## src/rtl/qalloc_pkg.sv

```systemverilog
package qalloc_pkg;
  // Field widths of the allocation and interface records
  localparam int IF_FLD_W   = 6;
  localparam int LIDX_FLD_W = 7;
  localparam int VMID_W     = 16;
  localparam int IDX_W      = 8;

  // Strobes from the address decoder to the register state
  typedef struct packed {
    logic             wrGlobal;
    logic             wrAlloc;
    logic             wrIfCfg;
    logic             privOk;
    logic [IDX_W-1:0] idx;
  } strobe_t;
endpackage

```

## src/rtl/qalloc_regdec.sv

```systemverilog
module qalloc_regdec
  import qalloc_pkg::*;
#(
  parameter int IF_LOG2 = 2,
  parameter int Q_LOG2  = 3,
  parameter int ADDR_W  = 16
) (
  input  logic                                  regWrEn,
  input  logic [ADDR_W-1:0]                     regAddr,
  input  logic                                  regPriv,
  input  logic                                  gCfgEn,
  input  logic                                  gStatEn,
  input  logic [(1<<Q_LOG2)-1:0]                allocV,
  input  logic [(1<<Q_LOG2)-1:0][IF_FLD_W-1:0]  allocIf,
  input  logic [(1<<Q_LOG2)-1:0][LIDX_FLD_W-1:0] allocLidx,
  input  logic [(1<<IF_LOG2)-1:0]               ifEn,
  input  logic [(1<<IF_LOG2)-1:0][VMID_W-1:0]   ifVmid,
  input  logic [(1<<IF_LOG2)-1:0]               ifHyp,
  input  logic [(1<<IF_LOG2)-1:0]               ifStatEn,
  output strobe_t                               strb,
  output logic [31:0]                           regRdData
);
  localparam int NIF = 1 << IF_LOG2;
  localparam int NQ  = 1 << Q_LOG2;
  localparam logic [31:0] PARAM_WORD = {20'b0, 4'(IF_LOG2), 4'(Q_LOG2), 4'b0};

  logic isGlobal, isParam, isGStat, inAlloc, inIf, isIfCfg, isIfStat;
  logic [Q_LOG2-1:0]  aIdx;
  logic [IF_LOG2-1:0] vIdx;

  always_comb begin
    isGlobal = (regAddr == '0);
    isParam  = (regAddr == ADDR_W'(4));
    isGStat  = (regAddr == ADDR_W'(8));
    inAlloc  = (int'(regAddr[ADDR_W-1:9]) == 1) && (int'(regAddr[8:2]) < NQ)
               && (regAddr[1:0] == 2'b00);
    inIf     = (int'(regAddr[ADDR_W-1:12]) == 1) && (int'(regAddr[11:8]) < NIF);
    isIfCfg  = inIf && (regAddr[7:0] == 8'h00);
    isIfStat = inIf && (regAddr[7:0] == 8'h04);
    aIdx     = regAddr[Q_LOG2+1:2];
    vIdx     = regAddr[IF_LOG2+7:8];
  end

  always_comb begin
    strb.wrGlobal = regWrEn && isGlobal;
    strb.wrAlloc  = regWrEn && inAlloc;
    strb.wrIfCfg  = regWrEn && isIfCfg;
    strb.privOk   = regPriv;
    strb.idx      = inAlloc ? IDX_W'(regAddr[8:2]) : IDX_W'(regAddr[11:8]);
  end

  always_comb begin
    regRdData = '0;
    if (isGlobal) begin
      regRdData[0] = gCfgEn;
    end else if (isParam) begin
      regRdData = PARAM_WORD;
    end else if (isGStat) begin
      regRdData[0] = gStatEn;
    end else if (inAlloc) begin
      regRdData[0]     = allocV[aIdx];
      regRdData[7:1]   = allocLidx[aIdx];
      regRdData[20:15] = allocIf[aIdx];
    end else if (isIfCfg) begin
      regRdData[0]    = ifEn[vIdx];
      regRdData[16:1] = ifVmid[vIdx];
      regRdData[17]   = ifHyp[vIdx];
    end else if (isIfStat) begin
      regRdData[0]   = ifStatEn[vIdx];
      regRdData[3:1] = (ifEn[vIdx] && !gCfgEn) ? 3'd1 : 3'd0;
    end
  end
endmodule

```

## src/rtl/qalloc_state.sv

```systemverilog
module qalloc_state
  import qalloc_pkg::*;
#(
  parameter int IF_LOG2 = 2,
  parameter int Q_LOG2  = 3
) (
  input  logic                                   clk,
  input  logic                                   rst_n,
  input  strobe_t                                strb,
  input  logic [31:0]                            regWrData,
  input  logic [IF_FLD_W-1:0]                    lkIf,
  input  logic [LIDX_FLD_W-1:0]                  lkLidx,
  input  logic                                   pgWrEn,
  output logic                                   gCfgEn,
  output logic                                   gStatEn,
  output logic [(1<<Q_LOG2)-1:0]                 allocV,
  output logic [(1<<Q_LOG2)-1:0][IF_FLD_W-1:0]   allocIf,
  output logic [(1<<Q_LOG2)-1:0][LIDX_FLD_W-1:0] allocLidx,
  output logic [(1<<IF_LOG2)-1:0]                ifEn,
  output logic [(1<<IF_LOG2)-1:0][VMID_W-1:0]    ifVmid,
  output logic [(1<<IF_LOG2)-1:0]                ifHyp,
  output logic [(1<<IF_LOG2)-1:0]                ifStatEn,
  output logic                                   lookupHit,
  output logic [Q_LOG2-1:0]                      lookupQ,
  output logic [(1<<Q_LOG2)-1:0]                 qWrStrobe
);
  localparam int NIF   = 1 << IF_LOG2;
  localparam int NQ    = 1 << Q_LOG2;
  localparam int LOCAL = NQ / NIF;

  logic                 gLag;
  logic [NIF-1:0]       ifLag;
  logic                 unusedData;

  assign unusedData = ^{regWrData[31:21], regWrData[14:8]};

  // Global enable and its two-stage status mirror
  always_ff @(posedge clk or negedge rst_n) begin
    if (!rst_n) begin
      gCfgEn  <= 1'b0;
      gLag    <= 1'b0;
      gStatEn <= 1'b0;
    end else begin
      gLag    <= gCfgEn;
      gStatEn <= gLag;
      if (strb.wrGlobal) gCfgEn <= regWrData[0];
    end
  end

  // Allocation records
  always_ff @(posedge clk or negedge rst_n) begin
    if (!rst_n) begin
      allocV    <= '0;
      allocIf   <= '0;
      allocLidx <= '0;
    end else begin
      for (int q = 0; q < NQ; q++) begin
        if (strb.wrAlloc && int'(strb.idx) == q) begin
          allocV[q]    <= regWrData[0];
          allocLidx[q] <= regWrData[7:1];
          allocIf[q]   <= regWrData[20:15];
        end
      end
    end
  end

  // Interface configuration and gated status mirror
  always_ff @(posedge clk or negedge rst_n) begin
    if (!rst_n) begin
      ifEn     <= '0;
      ifVmid   <= '0;
      ifHyp    <= '0;
      ifLag    <= '0;
      ifStatEn <= '0;
    end else begin
      ifLag    <= ifEn & {NIF{gCfgEn}};
      ifStatEn <= ifLag;
      for (int v = 0; v < NIF; v++) begin
        if (strb.wrIfCfg && int'(strb.idx) == v) begin
          ifEn[v]   <= regWrData[0];
          ifVmid[v] <= regWrData[16:1];
          ifHyp[v]  <= strb.privOk ? regWrData[17] : 1'b0;
        end
      end
    end
  end

  // Lookup: lowest matching in-range allocated record wins
  always_comb begin
    lookupHit = 1'b0;
    lookupQ   = '0;
    for (int q = NQ - 1; q >= 0; q--) begin
      if (allocV[q] && allocIf[q] == lkIf && allocLidx[q] == lkLidx &&
          int'(allocIf[q]) < NIF && int'(allocLidx[q]) < LOCAL) begin
        lookupHit = 1'b1;
        lookupQ   = Q_LOG2'(q);
      end
    end
    qWrStrobe = (pgWrEn && lookupHit) ? (NQ'(1) << lookupQ) : '0;
  end
endmodule

```

## src/rtl/queue_alloc_ctrl.sv

```systemverilog
module queue_alloc_ctrl
  import qalloc_pkg::*;
#(
  parameter int IF_LOG2 = 2,
  parameter int Q_LOG2  = 3,
  parameter int ADDR_W  = 16
) (
  input  logic                  clk,
  input  logic                  rst_n,
  input  logic                  regWrEn,
  input  logic [ADDR_W-1:0]     regAddr,
  input  logic [31:0]           regWrData,
  input  logic                  regPriv,
  output logic [31:0]           regRdData,
  input  logic [IF_FLD_W-1:0]   lkIf,
  input  logic [LIDX_FLD_W-1:0] lkLidx,
  input  logic                  pgWrEn,
  output logic                  lookupHit,
  output logic [Q_LOG2-1:0]     lookupQ,
  output logic [(1<<Q_LOG2)-1:0] qWrStrobe
);
  localparam int NIF = 1 << IF_LOG2;
  localparam int NQ  = 1 << Q_LOG2;

  strobe_t                         strb;
  logic                            gCfgEn, gStatEn;
  logic [NQ-1:0]                   allocV;
  logic [NQ-1:0][IF_FLD_W-1:0]     allocIf;
  logic [NQ-1:0][LIDX_FLD_W-1:0]   allocLidx;
  logic [NIF-1:0]                  ifEn, ifHyp, ifStatEn;
  logic [NIF-1:0][VMID_W-1:0]      ifVmid;

  qalloc_regdec #(.IF_LOG2(IF_LOG2), .Q_LOG2(Q_LOG2), .ADDR_W(ADDR_W)) uDec (
    .regWrEn(regWrEn), .regAddr(regAddr), .regPriv(regPriv),
    .gCfgEn(gCfgEn), .gStatEn(gStatEn),
    .allocV(allocV), .allocIf(allocIf), .allocLidx(allocLidx),
    .ifEn(ifEn), .ifVmid(ifVmid), .ifHyp(ifHyp), .ifStatEn(ifStatEn),
    .strb(strb), .regRdData(regRdData)
  );

  qalloc_state #(.IF_LOG2(IF_LOG2), .Q_LOG2(Q_LOG2)) uState (
    .clk(clk), .rst_n(rst_n), .strb(strb), .regWrData(regWrData),
    .lkIf(lkIf), .lkLidx(lkLidx), .pgWrEn(pgWrEn),
    .gCfgEn(gCfgEn), .gStatEn(gStatEn),
    .allocV(allocV), .allocIf(allocIf), .allocLidx(allocLidx),
    .ifEn(ifEn), .ifVmid(ifVmid), .ifHyp(ifHyp), .ifStatEn(ifStatEn),
    .lookupHit(lookupHit), .lookupQ(lookupQ), .qWrStrobe(qWrStrobe)
  );
endmodule

```

## config.mk

```make
export PLATFORM = sky130hd
export DESIGN_NAME = queue_alloc_ctrl
export DESIGN_NICKNAME = d
export VERILOG_FILES = /design/src/rtl/qalloc_pkg.sv /design/src/rtl/qalloc_regdec.sv /design/src/rtl/qalloc_state.sv /design/src/rtl/queue_alloc_ctrl.sv
export SDC_FILE = /design/constraint.sdc
export NUM_CORES = 1
export LEC_CHECK = 0
export ABC_AREA = 1
export BUFFER_PORTS_ARGS = -buffer_cell sky130_fd_sc_hd__buf_2
export CELL_PAD_IN_SITES_DETAIL_PLACEMENT = 0
export CELL_PAD_IN_SITES_GLOBAL_PLACEMENT = 2
export CORE_AREA = 2 2 124 247
export DETAILED_ROUTE_END_ITERATION = 8
export DIE_AREA = 0 0 126 249
export PLACE_DENSITY_LB_ADDON = 0.08
export SLEW_MARGIN = 20
export SYNTH_ARGS = -nofsm -noshare
export SYNTH_HDL_FRONTEND = slang
export SYNTH_HIERARCHICAL = 1
export SYNTH_SLANG_ARGS = --single-unit
```

## constraint.sdc

```tcl
create_clock -name clk -period 4.6 [get_ports clk]
set_clock_uncertainty 0.1 [all_clocks]
set_input_delay 0.69 -clock clk [delete_from_list [all_inputs] [get_ports clk]]
set_output_delay 0.69 -clock clk [all_outputs]
set_load 0.03 [all_outputs]
```

After elaboration in Yosys (flattened, before gate mapping)
Cells that the tools add are included.
{"block": "word_totals", "register_bits": 195, "input_bits": 66, "elab_cells": 196}
{"block": "op_classes", "n_lt_le_gt_ge": 20, "n_eq_ne": 28, "shifts": 1, "n_mux": 46, "n_bitwise": 1, "reduce_logical": 59}
{"operator": "$eq 7x7->1", "count": 8}
{"operator": "$lt 7x2->1 const B", "count": 8}
{"operator": "$logic_and 1x1->1", "count": 54}
{"operator": "$eq 6x6->1", "count": 8}
{"operator": "$lt 6x3->1 const B", "count": 8}
{"operator": "$mux 20", "count": 2}
{"operator": "$bmux 16 s2", "count": 1}
{"operator": "$mux 3", "count": 10}
{"operator": "$eq 7x3->1 const B", "count": 4}
{"operator": "$bmux 7 s3", "count": 1}
{"operator": "$eq 7x2->1 const B", "count": 3}
{"operator": "$mux 21", "count": 1}
{"operator": "$mux 7", "count": 3}
{"operator": "$bmux 6 s3", "count": 1}
{"operator": "$eq 16x3->1 const B", "count": 1}
{"operator": "$eq 16x4->1 const B", "count": 1}
{"operator": "$logic_not 16->1", "count": 1}
{"operator": "$logic_not 8->1", "count": 2}
{"operator": "$mux 1", "count": 16}
{"operator": "$mux 16", "count": 1}
{"operator": "$mux 8", "count": 2}
{"operator": "$mux 14", "count": 1}
{"operator": "$eq 8x3->1 const B", "count": 1}
{"operator": "$mux 4", "count": 2}
{"operator": "13 further kinds", "count": 15}

Depth between registers and ports, before layout
{"block": "depth", "depth_word": 15, "ltp_mapped": 18}

Cells and area by module
The synthesis kept the hierarchy.
{"mod": "qalloc_state", "n_inst": 1, "cells_per_inst": 962, "area_each_um2": 8548.2, "seq_area_each_um2": 4879.7}
{"mod": "qalloc_regdec", "n_inst": 1, "cells_per_inst": 465, "area_each_um2": 2213.4, "seq_area_each_um2": 0.0}

Worst setup path after synthesis
OpenSTA, ideal clock, no wires.
{"block": "synth_path", "kind": "input -> output", "start": "input port lkIf[4]", "end": "output port qWrStrobe[2]", "arrival_ns": 2.414, "required_ns": 3.810, "slack_ns": 1.396, "stages": 11, "path_cell_list": "inv_1 -> nand2_1 -> nor3_1 -> inv_1 -> nor2_1 -> nand3_2 -> nand2_2 -> clkinv_2 -> a21oi_2 -> nand2_1 -> nor2_1"}
{"block": "synth_via", "elab_chain_len": 15}
{"element": "start: declaration", "line_no": "queue_alloc_ctrl.sv:15", "rtl": "input logic [IF_FLD_W-1:0] lkIf,"}
{"element": "$eq 6x6->1", "line_no": "qalloc_state.sv:93", "rtl": "if (allocV[q] && allocIf[q] == lkIf && allocLidx[q] == lkLidx &&"}
{"element": "$logic_and 1x1->1 (3 in a row)", "line_no": "qalloc_state.sv:93"}
{"element": "$logic_and 1x1->1", "line_no": "qalloc_state.sv:94", "rtl": "int'(allocIf[q]) < NIF && int'(allocLidx[q]) < LOCAL) begin"}
{"element": "$mux 3 (7 in a row)", "line_no": "qalloc_state.sv:93"}
{"element": "$mux 3 *", "line_no": "qalloc_state.sv:93"}
{"element": "net lookupQ[1]", "line_no": "queue_alloc_ctrl.sv:19", "rtl": "output logic [Q_LOG2-1:0] lookupQ,"}
{"element": "$shl 1x3->8 *", "line_no": "qalloc_state.sv:99", "rtl": "qWrStrobe = (pgWrEn && lookupHit) ? (NQ'(1) << lookupQ) : '0;"}
{"element": "$mux 8 *", "line_no": "qalloc_state.sv:99"}
{"element": "end: declaration", "line_no": "queue_alloc_ctrl.sv:20", "rtl": "output logic [(1<<Q_LOG2)-1:0] qWrStrobe"}
The timed path passes the listed nets; every way through them passes the cells marked *.

Worst setup path in the final report
{"block": "layout_path", "start": "input port regAddr[2]", "end": "output port regRdData[15]"}
{"block": "layout_via", "elab_chain_len": 7}
{"element": "start: declaration", "line_no": "queue_alloc_ctrl.sv:11", "rtl": "input logic [ADDR_W-1:0] regAddr,"}
{"element": "$lt 7x4->1 / $logic_not 8->1 (equally long branches)", "line_no": "qalloc_regdec.sv:35, qalloc_regdec.sv:38"}
{"element": "$logic_and 1x1->1, on equally long branches", "line_no": "qalloc_regdec.sv:35, qalloc_regdec.sv:38"}
{"element": "$logic_and 1x1->1 / $mux 14 (equally long branches)", "line_no": "qalloc_regdec.sv:36, qalloc_regdec.sv:64"}
{"element": "$mux 3", "line_no": "qalloc_regdec.sv:60", "rtl": "end else if (inAlloc) begin"}
{"element": "$mux 20", "line_no": "qalloc_regdec.sv:58", "rtl": "end else if (isGStat) begin"}
{"element": "$mux 21", "line_no": "qalloc_regdec.sv:56", "rtl": "end else if (isParam) begin"}
{"element": "$mux 20 *", "line_no": "qalloc_regdec.sv:54", "rtl": "if (isGlobal) begin"}
{"element": "end: declaration", "line_no": "queue_alloc_ctrl.sv:14", "rtl": "output logic [31:0] regRdData,"}
Every way passes the cells marked *; elsewhere a longest branch is shown, timed or not. The select of a mux whose other input is x is not followed.

==> impl_summary.log <==
[metrics] number of buffers added to fix hold violations after cts: 0
[metrics] Iteration-0 DRC Markers: 647
[metrics] count of input and output buffers: 87
[metrics] leading post-synthesis cells by cell area: sky130_fd_sc_hd__dfrtp_1, sky130_fd_sc_hd__nand2_1, sky130_fd_sc_hd__o21ai_0
[metrics] maximum clock insertion buffer count: 2
[metrics] Worst EP required: roughly 3.8 ns
[metrics] remaining routing DRC violations: 0
[metrics] Post-synth EDFFs: 0
[metrics] total standard cell area after synthesis: between 0.01 and 0.015 mm2
[metrics] number of max-slew violations in the final report: 0
[metrics] kind of critical path: in -> out
[metrics] Die Width: 126 um
[metrics] total wirelength of the detailed-routed design: around 40 mm
[metrics] number of rows in the core area: 89
[metrics] wire length on met3: approximately 1.5 mm
[metrics] Via density: around 5.2
[metrics] Final #Nets: 1,536
[metrics] xor-xnor portion of the synthesized cell area: 1.14%
[metrics] area growth from synthesis to layout: 10.1%
[metrics] RSZ-0062 raised after global routing: false
[metrics] number of nets still failing antenna checks after routing: 0
[metrics] first-pass GRT wire length: 60.5 mm
[metrics] Max-slew headroom: approximately 37%
[metrics] compound-gate portion of the synthesized area: between 15 and 20%
[metrics] half-perimeter wire length after detailed placement: 28.5 mm
[metrics] final clock period utilization by the worst path: roughly 77%
[metrics] initial cell density of the core: 36.6%
[metrics] Critical Path Fanout Max: 34
[metrics] proportion of layout cells with a drive suffix above 1: 14.8%
[metrics] count of buffers added by post-CTS timing repair for setup: 0
[metrics] Initial DRT Pass Iterations: 5
[metrics] combined flip-flop and latch cell area: 0.00488 mm2
[metrics] flip-flop cell with the highest count after synthesis: sky130_fd_sc_hd__dfrtp_1
[metrics] clock root cell: sky130_fd_sc_hd__clkbuf_16
[metrics] antenna cell count: 0
[metrics] post-synth cell types: 48
[metrics] length of routed wiring on met1: 14.7 mm
[metrics] global routing usage summed across all routing layers: between 20% and 30%
[metrics] leftover overflow at the end of global routing: 0
[metrics] areal power density over the cells: 295 mW/mm2
[metrics] slew at the pin closest to its max-slew limit: 0.945 ns
[metrics] adder-cell area share of the yosys netlist: 0%
[metrics] total number of vias: 9,672
[metrics] average wire per standard cell: 21.5 um
[metrics] routed wl met2: approximately 22 mm
[metrics] die boundary height: ~250 um
[metrics] Post-Place Cells: 1,815
[metrics] WP data arrival: 2.75 ns
[metrics] average instance area after synthesis: approximately 7.5 um2
[metrics] area of the core: between 0.02 and 0.03 mm2
[metrics] number of flip-flops and latches in the synthesized netlist: 195
[metrics] number of hold violations in the final report: 0
[metrics] final weighted congestion in routability-driven placement: 0.874
[metrics] final critical delay including setup and external delays: 3.54 ns
[metrics] Static Leak: approximately 5.6 nW
[metrics] footprint of the multi-input gates: 0.00501 mm2
[metrics] sequential fraction of the synthesis area: 45.3%
[metrics] Worst setup SP type: input pin
[metrics] Post-Syn Instances: 1,427
[metrics] simple logic cell fraction of the synthesized area: 28.5%
[metrics] H-Tree Level Count: 4
[metrics] largest net degree at the start of global routing: 108
[metrics] post-CTS clock slew at the launch and capture registers of the worst setup and hold paths: 0.07 ns
[metrics] max-cap viol count: 0
[metrics] area of the die: roughly 0.031 mm2
[metrics] number of warnings printed during yosys synthesis: 6
[metrics] filler cell count in the final layout: ~3,300
[metrics] number of antenna violations at the first check in global routing: 0
[metrics] Clk Latency, worst-skew pair: 0.45 ns
[metrics] PostCTS Resize Cnt: 0
[metrics] largest voltage drop on the vdd net: roughly 230 uV
[metrics] top sig layer: met4
[metrics] clock tree from TritonCTS: done
[metrics] maximum operating frequency: 282 MHz
[metrics] final setup fails: 0
[metrics] proportion of synthesized area in mux cells: 0%
[metrics] ys async rst share: 100%
[metrics] clock sink count: 195
[metrics] share of the synthesized area in the top cell type: 45.3%
[metrics] final cell count without fillers: around 1,800
[metrics] combinational family with the most area after synthesis: simple AND/OR/NAND/NOR gates
[metrics] path type of the worst min-delay path: in -> async
[metrics] endpoint type of the worst setup path: primary output
[metrics] number of clock buffers inserted by TritonCTS: 17
[metrics] cell taking the most area after synthesis: sky130_fd_sc_hd__dfrtp_1
[metrics] Boundary Pins: 110
[metrics] number of global-route vias before repair: 9,664
[metrics] TNS Setup: 0 ns
[metrics] outcome: finished clean
==> where the power goes <==
part	switching [mW]	internal, mW	leakage (nW)
sequential	0.0000378	1.71	2.73
combinational	0.250	0.0750	2.61
clock	0.738	0.723	0.266
total	0.988	2.51	5.61
==> metal layers <==
layer  vias up  global-route usage (%)
met2       277                    48.9
met1      4647                    28.5
met5         -                       0
met4         0                    10.8
met3        52                    3.41
li1       4696                       -
==> path summary, 6_finish.rpt <==
check,start,endpoint,slack [ns],cells after the start
worst max-delay path,regAddr[2],regRdData[15],1.06,10
worst min-delay path,rst_n,uState/ifVmid[59],0.20,1
worst max register to register,uState/allocLidx[3],uState/allocLidx[3],3.68,2
worst min register to register,uState/gLag,uState/gStatEn,0.25,0
max in group asynchronous,rst_n,uState/allocIf[22],3.14,2
min in group clk,uState/gLag,uState/gStatEn,0.25,0
==> cell families (layout without fill, tap and decap cells) <==
logic type,count (synthesis),in the layout
xor gates and xnor gates,14,14
other,1,15
buffers and inverters,191,233
AOI/OAI and AO/OA,315,315
DFF,195,195
and+or+nand+nor,711,711
==> cells in the final DEF, fill, tap and decap left out, types with 12 or more instances in the layout <==
cell,synthesis,final
sky130_fd_sc_hd__nand2_1,401,401
sky130_fd_sc_hd__dfrtp_1,195,195
sky130_fd_sc_hd__nor2_1,176,176
sky130_fd_sc_hd__o21ai_0,172,172
sky130_fd_sc_hd__buf_2,25,86
sky130_fd_sc_hd__inv_1,81,81
sky130_fd_sc_hd__nand3_1,60,60
sky130_fd_sc_hd__o21ai_1,60,60
sky130_fd_sc_hd__a21oi_1,19,19
sky130_fd_sc_hd__buf_4,21,18
sky130_fd_sc_hd__clkbuf_16,0,17
sky130_fd_sc_hd__o22ai_1,17,17
sky130_fd_sc_hd__o21ai_2,17,17
sky130_fd_sc_hd__conb_1,1,15
sky130_fd_sc_hd__inv_2,14,14
sky130_fd_sc_hd__nand2_2,14,14
sky130_fd_sc_hd__o211ai_1,12,12
==> area by class of cell <==
class | instances | share of cell area [%]
Tap cell | 364 | 3.84
Inverter | 96 | 3.05
Clock inverter | 14 | 1.07
Timing Repair Buffer | 105 | 4.89
Sequential cell | 195 | 41.2
Clock buffer | 18 | 3.71
Multi-Input combinational cell | 1055 | 42.3
==> worst max-delay path, cell delays in order <==
cell and delay (ns):
sky130_fd_sc_hd__buf_2 0.51, sky130_fd_sc_hd__inv_2 0.11, sky130_fd_sc_hd__buf_4 0.31, sky130_fd_sc_hd__nand2_1 0.12, sky130_fd_sc_hd__nand3_1 0.10, sky130_fd_sc_hd__o211ai_1 0.30
sky130_fd_sc_hd__nand3_1 0.23, sky130_fd_sc_hd__nand2_1 0.11, sky130_fd_sc_hd__nor2_1 0.05, sky130_fd_sc_hd__buf_2 0.18
==> per-stage QoR <==
step           cell area (um2)  worst slack (ns)  hold slack [ns]  power [mW]  utilization, %
2_1_floorplan            10800              1.40            0.231        1.93               -
3_3_place_gp             11300             0.919            0.234        2.08            38.4
3_5_place_dp             11300             0.840            0.237        2.08            38.4
4_1_cts                  11900              1.02            0.255        3.55            40.3
5_1_grt                  11900             0.895            0.262        3.63            40.3
6_report                 11900              1.06            0.204        3.50            40.3
==> synth_stat cells, types with 3 or more instances <==
master	count
sky130_fd_sc_hd__a21oi_1	19
sky130_fd_sc_hd__a22o_1	3
sky130_fd_sc_hd__buf_2	25
sky130_fd_sc_hd__buf_4	21
sky130_fd_sc_hd__buf_6	13
sky130_fd_sc_hd__clkbuf_1	36
sky130_fd_sc_hd__dfrtp_1	195
sky130_fd_sc_hd__inv_1	81
sky130_fd_sc_hd__inv_2	14
sky130_fd_sc_hd__nand2_1	401
sky130_fd_sc_hd__nand2_2	14
sky130_fd_sc_hd__nand2_4	4
sky130_fd_sc_hd__nand3_1	60
sky130_fd_sc_hd__nand3_2	8
sky130_fd_sc_hd__nand4_1	6
sky130_fd_sc_hd__nor2_1	176
sky130_fd_sc_hd__nor2_2	6
sky130_fd_sc_hd__nor2_4	3
sky130_fd_sc_hd__nor3_1	8
sky130_fd_sc_hd__nor4_1	7
sky130_fd_sc_hd__o211ai_1	12
sky130_fd_sc_hd__o21ai_0	172
sky130_fd_sc_hd__o21ai_1	60
sky130_fd_sc_hd__o21ai_2	17
sky130_fd_sc_hd__o221ai_1	7
sky130_fd_sc_hd__o22ai_1	17
sky130_fd_sc_hd__xnor2_1	6
sky130_fd_sc_hd__xor2_1	8
==> state kept, by name (all words and copies together), names as in the netlist <==
register,cells
uState/allocV,8
uState/gLag,1
uState/gStatEn,1
uState/ifStatEn,4
uState/allocLidx,56
uState/ifVmid,64
uState/gCfgEn,1
uState/ifLag,4
uState/ifEn,4
uState/ifHyp,4
uState/allocIf,48
Note: power is estimated with default switching activity, not from simulation.
